--- config.mk ---
export PLATFORM = sky130hd
export DESIGN_NAME = lockstep_cmp
export DESIGN_NICKNAME = d
export VERILOG_FILES = /design/src/rtl/lockstep_pkg.sv /design/src/rtl/ls_delay_line.sv /design/src/rtl/ls_diff_locate.sv /design/src/rtl/ls_fault_latch.sv /design/src/rtl/lockstep_cmp.sv
export SDC_FILE = /design/constraint.sdc
export NUM_CORES = 1
export LEC_CHECK = 0
export ABC_CLOCK_PERIOD_IN_PS = 2300
export BUFFER_PORTS_ARGS = -buffer_cell sky130_fd_sc_hd__buf_4
export CORE_MARGIN = 5
export CORE_UTILIZATION = 52
export CTS_CLUSTER_DIAMETER = 200
export CTS_CLUSTER_SIZE = 20
export DETAILED_ROUTE_END_ITERATION = 8
export HOLD_SLACK_MARGIN = 0.02
export PLACE_DENSITY = 0.89
export SYNTH_ARGS = -nofsm -noshare
export SYNTH_HDL_FRONTEND = slang
export SYNTH_SLANG_ARGS = --single-unit
--- constraint.sdc ---
create_clock -name clk_i -period 2.3 [get_ports clk_i]
set_clock_uncertainty 0.1 [all_clocks]
set_input_delay 0.115 -clock clk_i [delete_from_list [all_inputs] [get_ports clk_i]]
set_output_delay 0.115 -clock clk_i [all_outputs]
set_load 0.02 [all_outputs]
--- src/rtl/lockstep_pkg.sv ---
package lockstep_pkg;
  typedef enum logic [1:0] {
    LS_FILL = 2'd0,
    LS_RUN  = 2'd1,
    LS_SAFE = 2'd2
  } ls_state_e;
endpackage

--- src/rtl/ls_delay_line.sv ---
module ls_delay_line #(
  parameter int W = 8,
  parameter int N = 2
) (
  input  logic         clk_i,
  input  logic         rst_ni,
  input  logic [W-1:0] d_i,
  output logic [W-1:0] q_o
);
  logic [W-1:0] stage_q [N];

  for (genvar s = 0; s < N; s++) begin : g_stage
    always_ff @(posedge clk_i or negedge rst_ni) begin
      if (!rst_ni)     stage_q[s] <= '0;
      else if (s == 0) stage_q[s] <= d_i;
      else             stage_q[s] <= stage_q[(s > 0) ? s-1 : 0];
    end
  end

  assign q_o = stage_q[N-1];
endmodule

--- src/rtl/ls_diff_locate.sv ---
module ls_diff_locate #(
  parameter int W = 8,
  localparam int BW = (W > 1) ? $clog2(W) : 1
) (
  input  logic [W-1:0]  a_i,
  input  logic [W-1:0]  b_i,
  output logic          any_o,
  output logic [BW-1:0] pos_o
);
  logic [W-1:0] diff;
  assign diff  = a_i ^ b_i;
  assign any_o = |diff;

  // descending scan, lowest set bit wins
  always_comb begin
    pos_o = '0;
    for (int i = W-1; i >= 0; i--) begin
      if (diff[i]) pos_o = BW'(i);
    end
  end
endmodule

--- src/rtl/ls_fault_latch.sv ---
module ls_fault_latch
  import lockstep_pkg::*;
#(
  parameter int DLY   = 2,
  parameter int CNT_W = 16,
  parameter int BW    = 3
) (
  input  logic             clk_i,
  input  logic             rst_ni,
  input  logic             mis_i,
  input  logic [BW-1:0]    pos_i,
  output logic             safe_o,
  output logic             err_o,
  output logic [CNT_W-1:0] cyc_o,
  output logic [BW-1:0]    bit_o
);
  ls_state_e        st_q;
  logic [CNT_W-1:0] cyc_q;

  always_ff @(posedge clk_i or negedge rst_ni) begin
    if (!rst_ni)          cyc_q <= '0;
    else if (cyc_q != '1) cyc_q <= cyc_q + 1'b1;
  end

  always_ff @(posedge clk_i or negedge rst_ni) begin
    if (!rst_ni) begin
      st_q  <= LS_FILL;
      cyc_o <= '0;
      bit_o <= '0;
    end else begin
      unique case (st_q)
        LS_FILL: if (cyc_q == CNT_W'(DLY-1)) st_q <= LS_RUN;
        LS_RUN: if (mis_i) begin
          st_q  <= LS_SAFE;
          cyc_o <= cyc_q;
          bit_o <= pos_i;
        end
        default: st_q <= LS_SAFE;
      endcase
    end
  end

  assign err_o  = (st_q == LS_SAFE);
  assign safe_o = err_o || ((st_q == LS_RUN) && mis_i);
endmodule

--- src/rtl/lockstep_cmp.sv ---
module lockstep_cmp #(
  parameter int DLY   = 2,
  parameter int IN_W  = 8,
  parameter int OBS_W = 8,
  parameter int ACT_W = 8,
  parameter int CNT_W = 16,
  localparam int BIT_W = (OBS_W > 1) ? $clog2(OBS_W) : 1
) (
  input  logic             clk_i,
  input  logic             rst_ni,
  input  logic [IN_W-1:0]  stim_i,
  output logic [IN_W-1:0]  chk_stim_o,
  input  logic [OBS_W-1:0] mst_obs_i,
  input  logic [OBS_W-1:0] chk_obs_i,
  input  logic [ACT_W-1:0] act_i,
  output logic [ACT_W-1:0] act_o,
  output logic             safe_o,
  output logic             err_o,
  output logic [CNT_W-1:0] fault_cycle_o,
  output logic [BIT_W-1:0] fault_bit_o
);
  logic [OBS_W-1:0] mst_dly;
  logic             mis;
  logic [BIT_W-1:0] mis_pos;

  ls_delay_line #(.W(IN_W), .N(DLY)) u_stim_dly (
    .clk_i(clk_i), .rst_ni(rst_ni), .d_i(stim_i), .q_o(chk_stim_o)
  );

  ls_delay_line #(.W(OBS_W), .N(DLY)) u_obs_dly (
    .clk_i(clk_i), .rst_ni(rst_ni), .d_i(mst_obs_i), .q_o(mst_dly)
  );

  ls_diff_locate #(.W(OBS_W)) u_diff (
    .a_i(mst_dly), .b_i(chk_obs_i), .any_o(mis), .pos_o(mis_pos)
  );

  ls_fault_latch #(.DLY(DLY), .CNT_W(CNT_W), .BW(BIT_W)) u_latch (
    .clk_i(clk_i), .rst_ni(rst_ni), .mis_i(mis), .pos_i(mis_pos),
    .safe_o(safe_o), .err_o(err_o), .cyc_o(fault_cycle_o), .bit_o(fault_bit_o)
  );

  // actuator cut is combinational so the first bad cycle never drives
  assign act_o = safe_o ? '0 : act_i;
endmodule

==> impl_metrics.tcl <==
set metrics [dict create \
    worst-path-stages 5 \
    finalSetupTns_ns 0 \
    diodes 0 \
    layout.nets 328 \
    place_inst 334 \
    place_congestion 0.8408 \
    worst_pin_slew_ns 0.8307 \
    antenna_found_initial 0 \
    vias_per_cell 5.343 \
    hp-class "in2reg" \
    yosysWarnings 0 \
    required_ns 2.09 \
    clock_path_buffers 2 \
    fp-row-count 26 \
    hold_viol 0 \
    min-delay-start "chk_obs_i[3]" \
    r2r_slack_ns 0.23 \
    die-area_sq_um 6966 \
    grt_usage_pct 18.59 \
    place_area_sq_um 3336 \
    portBuffers 70 \
    worst_ep_arrival_time_ns 1.97 \
    core_sq_um 5172 \
    async_flop_share_pct 100.0 \
    final_common_cell "buf_4" \
    cts_root_buffer "clkbuf_8" \
    cp_max_fo 11 \
    min_period_ns 2.187 \
    final_cell_mix "buf_4, dfrtp_1, dlygate4sd3_1" \
    synth_edf_count 0 \
    cts_sinks 69 \
    end_kind "output pin" \
    cts_setup_buffers 0 \
    drtIter0Drc 176 \
    synth_flop_cell "dfrtp_1" \
    cp_top_family "simple AND/OR/NAND/NOR gates" \
    grt_max_degree 70 \
    setup_viol 0 \
    power.leakage_nw 1.717 \
    crit_slowest_cell "dfrtp_1" \
    cts_htree_levels 3 \
    die_w_microns 83.47 \
    fin_cells 367 \
    dr.pass1.iters 4 \
    finalMaxSlewViolations 0 \
    outcome "complete, no violations" \
    critPathLaunchType "flip-flop" \
    finalPower_mw 2.341 \
    postSynthAreaPerCell_sq_um 13.69 \
    synthCells 205 \
    ys_seq_area_share_pct 61.52 \
    endpoint "act_o[6]" \
    grt_pass1_vias 2045 \
    syn-cell-area_sq_um 2806 \
    insertion_delay_ns 0.34 \
    drt-total-wl_microns 6395 \
    io_pins 71 \
    syn_nets 241 \
    dp_hpwl_microns 4225 \
    initial_core_util_pct 54.26 \
    peakVddDrop_uv 451.3 \
    timing.final.crit_share_pct 95.08 \
    crit_type "reg2out" \
    crit_chain "xnor2_1, nor2b_2, a31oi_4, nor3b_1, buf_4" \
    wire_per_inst_microns 17.43 \
    max_clock_freq_mhz 457.3 \
    clk_pin_slew_worst_paths_ns 0.08 \
    drive_gt1_share_pct 38.05 \
    cts_tree "built" \
    overflow 0 \
    dp_worst_setup_slack_ns 0.2743 \
    relSlewSlack_pct 44.62 \
    drcViolationCount 0 \
    grt_pass1_wl_microns 10010 \
    critPathMaxStageDelay_ns 0.40 \
    synth.distinct_cells 41 \
    ant_nets 0 \
    reg2regPathDepth 5 \
    ys_ff_latch 69 \
    max-cap-violations 0 \
    setup_ws_ns 0.1132 \
    fin_util_pct 71.60 \
    finalInstanceArea_sq_um 3704 \
    p_per_area_nw_per_um2 632.1 \
    die_h_microns 83.47 \
    cts_buffers 9 \
    rsz0062_at_grt "false" \
    dr_total_vias 1961 \
    crit_start "u_obs_dly.q_o[5]$_DFF_PN0_" \
    syn_to_final_growth_pct 31.97 \
    fin_hold_ws_ns 0.05057 \
    critPathBufInv 1 \
    worst_r2r_endpoint "u_latch.cyc_o[4]$_DFFE_PN0P_" \
    r2r-start "u_obs_dly.q_o[5]$_DFF_PN0_" \
]
## sequential cells by signal, indices dropped and copies added, names as in the netlist
signal	count
u_latch.bit_o	3
u_latch.cyc_o	16
u_latch.cyc_q	16
u_latch.st_q	2
u_obs_dly.q_o	8
u_obs_dly.stage_q	8
u_stim_dly.q_o	8
u_stim_dly.stage_q	8
## routing by layer
layer / up-vias / GRT usage, % / part of all wire [%]
li1: 899 / - / -
met4: 0 / 9.649 / 2.7
met3: 16 / 6.219 / 6.8
met5: - / 0 / 0
met1: 967 / 19.83 / 38
met2: 79 / 32.58 / 53
## timing repair
item / CTS / global route
setup endpoints to repair: 0 / 1
hold endpoints to repair: 85 / 0
hold buffers: 17 / 0
resized for setup: 0 / 1
## worst min-delay path by stage
stage                                                  end  slack (ns)  depth (start not counted)
after global routing          u_latch.bit_o[2]$_DFFE_PN0P_        0.07                          4
final                         u_latch.bit_o[2]$_DFFE_PN0P_        0.05                          4
after detailed placement    u_obs_dly.stage_q[8]$_DFF_PN0_        0.13                          1
after CTS                     u_latch.bit_o[2]$_DFFE_PN0P_        0.06                          4
after global placement    u_stim_dly.stage_q[15]$_DFF_PN0_        0.12                          1
after floorplan               u_latch.bit_o[0]$_DFFE_PN0P_       -0.28                          0
## logic make-up after synthesis
kind of cell,count (synthesis),share of synthesized area [%]
fa+ha+maj,2,0.8915
mux,19,8.872
compound gates,25,6.152
simple gates,56,12.71
buf+inv,15,3.656
flops,69,61.52
xor+xnor,19,6.197
## cells in the mapped netlist (2+ instances only)
cell type	count	share of area, %
dfrtp_1	69	62
nor2b_1	4	0.89
or2_2	2	0.45
mux2i_1	2	0.71
o211ai_1	2	0.53
mux2_2	7	2.8
ha_1	2	0.89
nand2_1	7	0.94
buf_6	2	0.80
a21oi_1	7	1.2
mux2_4	10	5.3
and2_1	3	0.67
o21ai_0	5	0.89
and4_4	3	1.2
and4_1	2	0.62
xnor2_1	11	3.4
a2bb2oi_1	2	0.62
a41oi_1	2	0.62
a31oi_1	3	0.67
nor4_1	3	0.67
buf_4	8	2.1
nor2_1	7	0.94
xor2_1	7	2.2
nand4_1	5	1.1
a211oi_1	2	0.53
nand3_1	3	0.53
and3_1	2	0.45
inv_1	3	0.40
nor3b_1	8	2.1
## worst reg2reg max path, delay by kind of cell (launching register included)
| family | cells | cell delay (ns) |
|---|---|---|
| AO/OA/AOI/OAI | 1 | 0.35 |
| buffers and inverters | 1 | 0.35 |
| XOR/XNOR | 1 | 0.16 |
| flip-flops | 1 | 0.40 |
| multiplexers | 1 | 0.40 |
| AND/OR/NAND/NOR | 1 | 0.20 |
## final cells by class
cell class	instances	area [sq um]
Sequential cell	69	1727
Fill cell	337	1469
Multi-Input combinational cell	121	988.4
Timing Repair Buffer	88	703.2
Clock buffer	11	151.4
Tap cell	70	87.58
Clock inverter	5	35.03
Inverter	3	11.26
## report_power, final
part / switching (mW) / leakage, nW / internal, mW / total, mW
Sequential: 0.0148 / 0.868 / 1.24 / 1.26
Clock: 0.462 / 0.0953 / 0.450 / 0.912
Combinational: 0.0802 / 0.754 / 0.0903 / 0.171
No activity file was read; power rests on OpenSTA's default activity.
